[src/rtl/clkout_pkg.sv]
package clkout_pkg;

    localparam int SLOT_W = 3;

    typedef enum logic [1:0] {
        PS_OFF    = 2'd0,
        PS_ON     = 2'd1,
        PS_SLEEP  = 2'd2,
        PS_BACKUP = 2'd3
    } pstate_e;

    typedef struct packed {
        logic              osc_en;
        logic              bkup_en;
        logic              src_fll;
        logic              inhibit;
        logic              open_drain;
        logic [SLOT_W-1:0] on_slot;
        logic [SLOT_W-1:0] slp_slot;
    } cfg_t;

    // A zero slot never matches: the transition leaves the output alone.
    function automatic logic slot_hit(logic [SLOT_W-1:0] cnt, logic [SLOT_W-1:0] prog);
        return (prog != '0) && (cnt == prog);
    endfunction

    function automatic logic osc_should_run(pstate_e st, logic en, logic bkup);
        return en && ((st != PS_BACKUP) || bkup);
    endfunction

endpackage

[src/rtl/clkout_cfg_regs.sv]
module clkout_cfg_regs
    import clkout_pkg::*;
(
    input  logic clk,
    input  logic rst,
    input  logic nv_osc_en,
    input  logic wr_en,
    input  cfg_t wr_cfg,
    output cfg_t cfg
);
    cfg_t cfg_q;
    logic loaded_q;

    always_ff @(posedge clk) begin
        if (rst) begin
            cfg_q    <= '0;
            loaded_q <= 1'b0;
        end else begin
            if (!loaded_q) begin
                cfg_q.osc_en <= nv_osc_en;
                loaded_q     <= 1'b1;
            end
            if (wr_en) begin
                cfg_q.bkup_en    <= wr_cfg.bkup_en;
                cfg_q.src_fll    <= wr_cfg.src_fll;
                cfg_q.inhibit    <= wr_cfg.inhibit;
                cfg_q.open_drain <= wr_cfg.open_drain;
                cfg_q.on_slot    <= wr_cfg.on_slot;
                cfg_q.slp_slot   <= wr_cfg.slp_slot;
            end
        end
    end

    assign cfg = cfg_q;

    // once loaded, the oscillator bit never moves
    a_r3_osc_locked: assert property (@(posedge clk) disable iff (rst)
        $past(loaded_q) |-> $stable(cfg_q.osc_en));

    // a write carrying a different oscillator value is not taken
    a_r3_write_ignored: assert property (@(posedge clk) disable iff (rst)
        (wr_en && loaded_q && (wr_cfg.osc_en != cfg_q.osc_en)) |=>
        (cfg_q.osc_en != $past(wr_cfg.osc_en)));

endmodule

[src/rtl/clkout_gate_ctrl.sv]
module clkout_gate_ctrl
    import clkout_pkg::*;
(
    input  logic              clk,
    input  logic              rst,
    input  pstate_e           pwr_state,
    input  logic              trans_active,
    input  logic [1:0]        trans_target,
    input  logic [SLOT_W-1:0] trans_slot,
    input  logic              inhibit,
    input  logic [SLOT_W-1:0] on_slot,
    input  logic [SLOT_W-1:0] slp_slot,
    input  logic              src_ok,
    input  logic              wr_en,
    input  logic              wr_out_en,
    output logic              out_en,
    output logic              trans_hold
);
    logic en_q, en_d;
    logic into_on, into_slp, may_enable, write_window;

    assign into_on      = trans_active && (trans_target == PS_ON);
    assign into_slp     = trans_active && (trans_target == PS_SLEEP);
    assign may_enable   = !inhibit || src_ok;
    assign write_window = (pwr_state == PS_ON) || (pwr_state == PS_SLEEP);

    always_comb begin
        en_d = en_q;
        if (pwr_state == PS_OFF && !trans_active) begin
            en_d = 1'b0;
        end else if (into_on && slot_hit(trans_slot, on_slot) && may_enable) begin
            en_d = 1'b1;
        end else if (into_slp && slot_hit(trans_slot, slp_slot)) begin
            en_d = 1'b0;
        end else if (wr_en && write_window) begin
            if (!wr_out_en) begin
                en_d = 1'b0;
            end else if (may_enable) begin
                en_d = 1'b1;
            end
        end
    end

    always_ff @(posedge clk) begin
        if (rst) en_q <= 1'b0;
        else     en_q <= en_d;
    end

    assign out_en     = en_q;
    assign trans_hold = into_on && inhibit && !src_ok;

    // OFF without a transition clears the output
    a_r5_off_clears: assert property (@(posedge clk) disable iff (rst)
        (pwr_state == PS_OFF && !trans_active) |=> !en_q);

    // no enable unless the source was verified or inhibit was clear
    a_r9_verified_first: assert property (@(posedge clk) disable iff (rst)
        $rose(en_q) |-> $past(!inhibit || src_ok));

    // an enable outside a transition needs ON or SLEEP
    a_r6_write_window: assert property (@(posedge clk) disable iff (rst)
        ($rose(en_q) && !$past(trans_active)) |->
        $past(pwr_state == PS_ON || pwr_state == PS_SLEEP));

endmodule

[src/rtl/clkout_pin_drive.sv]
module clkout_pin_drive (
    input  logic out_en,
    input  logic open_drain,
    input  logic src_fll,
    input  logic clk_osc,
    input  logic clk_fll,
    output logic pin_out,
    output logic pin_oe
);
    logic sel_clk;

    assign sel_clk = src_fll ? clk_fll : clk_osc;

    always_comb begin
        if (!out_en) begin
            pin_out = 1'b0;
            pin_oe  = 1'b0;
        end else if (open_drain) begin
            pin_out = 1'b0;
            pin_oe  = !sel_clk;
        end else begin
            pin_out = sel_clk;
            pin_oe  = 1'b1;
        end
    end

endmodule

[src/rtl/clkout_ctrl.sv]
module clkout_ctrl
    import clkout_pkg::*;
(
    input  logic              clk,
    input  logic              rst,
    input  logic              nv_osc_en,
    input  logic [1:0]        pwr_state,
    input  logic              trans_active,
    input  logic [1:0]        trans_target,
    input  logic [SLOT_W-1:0] trans_slot,
    input  logic              osc_valid,
    input  logic              fll_valid,
    input  logic              clk_osc,
    input  logic              clk_fll,
    input  logic              wr_en,
    input  logic              wr_osc_en,
    input  logic              wr_bkup_en,
    input  logic              wr_out_en,
    input  logic              wr_src_fll,
    input  logic              wr_inhibit,
    input  logic              wr_open_drain,
    input  logic [SLOT_W-1:0] wr_on_slot,
    input  logic [SLOT_W-1:0] wr_slp_slot,
    output logic              osc_en,
    output logic              pin_out,
    output logic              pin_oe,
    output logic              drive_od,
    output logic              trans_hold
);
    pstate_e st;
    cfg_t    wr_cfg, cfg;
    logic    src_ok, out_en;

    assign st = pstate_e'(pwr_state);

    always_comb begin
        wr_cfg            = '0;
        wr_cfg.osc_en     = wr_osc_en;
        wr_cfg.bkup_en    = wr_bkup_en;
        wr_cfg.src_fll    = wr_src_fll;
        wr_cfg.inhibit    = wr_inhibit;
        wr_cfg.open_drain = wr_open_drain;
        wr_cfg.on_slot    = wr_on_slot;
        wr_cfg.slp_slot   = wr_slp_slot;
    end

    clkout_cfg_regs u_cfg (
        .clk       (clk),
        .rst       (rst),
        .nv_osc_en (nv_osc_en),
        .wr_en     (wr_en),
        .wr_cfg    (wr_cfg),
        .cfg       (cfg)
    );

    assign src_ok = cfg.src_fll ? fll_valid : osc_valid;

    clkout_gate_ctrl u_gate (
        .clk          (clk),
        .rst          (rst),
        .pwr_state    (st),
        .trans_active (trans_active),
        .trans_target (trans_target),
        .trans_slot   (trans_slot),
        .inhibit      (cfg.inhibit),
        .on_slot      (cfg.on_slot),
        .slp_slot     (cfg.slp_slot),
        .src_ok       (src_ok),
        .wr_en        (wr_en),
        .wr_out_en    (wr_out_en),
        .out_en       (out_en),
        .trans_hold   (trans_hold)
    );

    clkout_pin_drive u_pin (
        .out_en     (out_en),
        .open_drain (cfg.open_drain),
        .src_fll    (cfg.src_fll),
        .clk_osc    (clk_osc),
        .clk_fll    (clk_fll),
        .pin_out    (pin_out),
        .pin_oe     (pin_oe)
    );

    assign osc_en   = osc_should_run(st, cfg.osc_en, cfg.bkup_en);
    assign drive_od = cfg.open_drain;

    // an open-drain pin never drives high
    a_r10_od_low: assert property (@(posedge clk) disable iff (rst)
        (drive_od && pin_oe) |-> !pin_out);

    // BACKUP without the backup bit stops the oscillator
    a_r2_backup_stop: assert property (@(posedge clk) disable iff (rst)
        (pwr_state == 2'd3 && $past(wr_en && !wr_bkup_en) && !$past(rst)) |-> !osc_en);

endmodule

[config.mk]
export PLATFORM = sky130hd
export DESIGN_NAME = clkout_ctrl
export DESIGN_NICKNAME = d
export VERILOG_FILES = /design/src/rtl/clkout_pkg.sv /design/src/rtl/clkout_cfg_regs.sv /design/src/rtl/clkout_gate_ctrl.sv /design/src/rtl/clkout_pin_drive.sv /design/src/rtl/clkout_ctrl.sv
export SDC_FILE = /design/constraint.sdc
export NUM_CORES = 1
export LEC_CHECK = 0
export ABC_AREA = 1
export BUFFER_PORTS_ARGS = -buffer_cell sky130_fd_sc_hd__buf_2
export CELL_PAD_IN_SITES_DETAIL_PLACEMENT = 1
export CELL_PAD_IN_SITES_GLOBAL_PLACEMENT = 2
export CORE_MARGIN = 2
export CORE_UTILIZATION = 22
export DETAILED_ROUTE_END_ITERATION = 7
export PLACE_DENSITY_LB_ADDON = 0.1
export SLEW_MARGIN = 20
export SYNTH_ARGS = -nofsm -noshare
export SYNTH_HDL_FRONTEND = slang
export SYNTH_SLANG_ARGS = --single-unit
[constraint.sdc]
create_clock -name clk -period 1.3 [get_ports clk]
set_input_delay 0.26 -clock clk [delete_from_list [all_inputs] [get_ports clk]]
set_output_delay 0.26 -clock clk [all_outputs]
set_load 0.05 [all_outputs]
==> impl_metrics.tcl <==
set metrics [dict create \
    outcome "finished with violations" \
    violations "negative setup slack" \
    wl_per_cell_um 10.0 \
    crit_path_max_fanout 3 \
    fin_nets 174 \
    vias 799 \
    synth.avg_cell_area_sq_um 6.49 \
    syn_area_sq_um 701 \
    dp_slack_ns 0.0160 \
    clock.fmax_ghz 0.687 \
    antenna_found_initial 0 \
    cts_max_level 1 \
    synth_cells 108 \
    final_max_slew_viol_count 0 \
    cp_slowest_cell "dfxtp_2" \
    crit_family "flip-flops" \
    min_path_cells 3 \
    start_util_pct 23.0 \
    syn2layout_area_growth_pct 45.2 \
    finClkSkew_ns 0.00512 \
    grt_start_max_net_pins 18 \
    worst_slew_pin_slew_ns 0.352 \
    dieArea_sq_um 3650 \
    ir_worst_vdd_mv 0.317 \
    cts_inserted_buffers 3 \
    netlist_top_cells_area "dfxtp_1 37%, nand2_1 13%, inv_1 11%" \
    dieWidth_um 60.4 \
    vias_per_cell 4.27 \
    fin_crit_sh_pct 112 \
    dp_hpwl_mm 1.53 \
    crit_arrival_ns 1.20 \
    slowest_delay_ns 0.36 \
    io_pins 33 \
    synth_nets 138 \
    required_ns 1.04 \
    r2r-start "u_cfg.cfg[8]" \
    maxCapViolations 0 \
    hp-start "wr_open_drain" \
    hold_buffers 0 \
    endpoint_kind "output port" \
    clkSinkCount 13 \
    setup_viol 3 \
    reg2reg_to "u_gate.out_en" \
    r2r_slack_ns 0.34 \
    rsz0062_at_grt "true" \
    routed_wl_mm 1.88 \
    relSlewSlack_pct 76.5 \
    grt_pass1_vias 796 \
    ant_nets 0 \
    drt_pass1_iterations 4 \
    root_buffer "clkbuf_4" \
    drt_iter0_drc 12 \
    diodes 0 \
    drc_errors 0 \
    cts.clk_slew.worst_paths_ns 0.09 \
    globalplace.congestion 0.705 \
    synth_top_area_cell "dfxtp_1" \
    ys_types 16 \
    worst-path-buf-inv 2 \
    powerDensity_nw_per_um2 930 \
    grt_pass1_wl_mm 3.20 \
    rows 20 \
    clk-insertion-delay-late_ns 0.28 \
    period_needed_ns 1.46 \
    io_buffers 31 \
    cp_cell_sequence "mux2i_2 -> buf_4 -> nor3_4 -> buf_6" \
    core_sq_um 3050 \
    fill_cells 414 \
    path_depth 4 \
    fin_util_pct 33.3 \
    cts_max_path_buffers 2 \
    hold_viol 0 \
    cts_tree "done" \
    grt_use_total_pct 12.0 \
    crit_type "flip-flop to output port" \
    yosys_warnings 0 \
    startpoint_type "flip-flop" \
    fp.dieH_um 60.4 \
    fin_tns_setup_ns -0.437 \
    worst_slack_ns -0.156 \
    hold_end "u_cfg.cfg[6]" \
    synth-seq-area-share_pct 37.1 \
    grt_overflow_total 0 \
    synth_top_cell_area_share_pct 37.1 \
    hold_class "primary input to flip-flop" \
    ys_ff_latch 13 \
    reg2regPathDepth 7 \
    leakagePower_nw 0.517 \
    drive_gt1_share_pct 32.2 \
    power.total_mw 0.946 \
]
[synthesized netlist by cell type]
| cell | n |
|---|---|
| dfxtp_1 | 13 |
| ha_1 | 2 |
| buf_2 | 1 |
| inv_1 | 21 |
| nor3_1 | 1 |
| a21oi_2 | 1 |
| buf_6 | 1 |
| mux2i_1 | 1 |
| xnor2_1 | 1 |
| nand2_1 | 24 |
| o21ai_0 | 13 |
| nor4_1 | 1 |
| nand4_1 | 1 |
| a21oi_1 | 10 |
| nor2_1 | 12 |
| nand3_1 | 5 |
[registers in the layout, summed over array words and instances, names as in the netlist]
signal and flops:
u_cfg.cfg 11, u_gate.out_en 1, u_cfg.loaded_q 1
[power by group]
part | internal, mW | switching [mW]
clock network | 0.114 | 0.144
registers | 0.427 | 0.0175
logic | 0.103 | 0.142
[metal layers]
layer / up-vias / track usage, % / wire (um)
li1: 411 / - / -
met1: 364 / 14.3 / 821
met2: 22 / 20.3 / 907
met3: 2 / 2.35 / 132
met4: 0 / 6.52 / 17
met5: - / 0 / 0
[placed cells by master, fill, tap and decap left out, drive strengths merged, types with 2 or more instances in the layout]
cell type / n
dfxtp: 13
a21oi: 11
o21ai: 13
nand2: 24
clkbuf: 3
nand3: 5
buf: 33
nor2: 12
ha: 2
inv: 21
[logic make-up (layout without fill, tap and decap cells)]
kind of cell	after synthesis	count (layout)	synth area share [%]
simple gates	44	44	25.4
compound gates	24	24	17.7
buf+inv	23	58	13.6
flops	13	13	37.1
fa+ha+maj	2	2	3.57
xor+xnor	1	1	1.25
mux	1	1	1.43
[cell type report]
| class | count | area, sq um | share of cell area, % |
|---|---|---|---|
| inverters | 21 | 78.8 | 7.75 |
| repair buffers | 33 | 206 | 20.3 |
| well taps | 44 | 55.1 | 5.41 |
| clock inverters | 1 | 5.00 | 0.492 |
| clock buffers | 3 | 22.5 | 2.21 |
| multi-input cells | 72 | 388 | 38.1 |
| flip-flops and latches | 13 | 262 | 25.7 |
[per-stage QoR]
stage / area, sq um / hold slack [ns] / std cells
6_report: 1020 / 0.201 / 187
5_1_grt: 1020 / 0.209 / 187
4_1_cts: 1010 / 0.193 / 187
3_5_place_dp: 956 / 0.436 / 183
3_3_place_gp: 956 / 0.412 / 183
2_1_floorplan: 734 / 0.395 / 108
[worst min-delay path: stages]
cell and delay, ns:
buf_2 0.08, nor2_1 0.04, nor2_1 0.08
[worst max-delay path by stage]
stage | from | end | slack [ns]
final | u_cfg.cfg[8] | pin_out | -0.16
after global routing | u_cfg.cfg[8] | pin_oe | -0.24
after CTS | u_cfg.cfg[8] | trans_hold | -0.17
after detailed placement | u_cfg.cfg[8] | trans_hold | 0.02
after global placement | u_cfg.cfg[8] | trans_hold | 0.04
after floorplan | u_cfg.cfg[8] | trans_hold | -0.04
[what timing repair did]
item | 4_1_cts | 5_1_grt
endpoints found under the setup margin | 5 | 3
gates cloned | 0 | 0
gates resized for setup | 10 | 2
setup buffers | 0 | 0
Note: power is estimated with default switching activity, not from simulation.
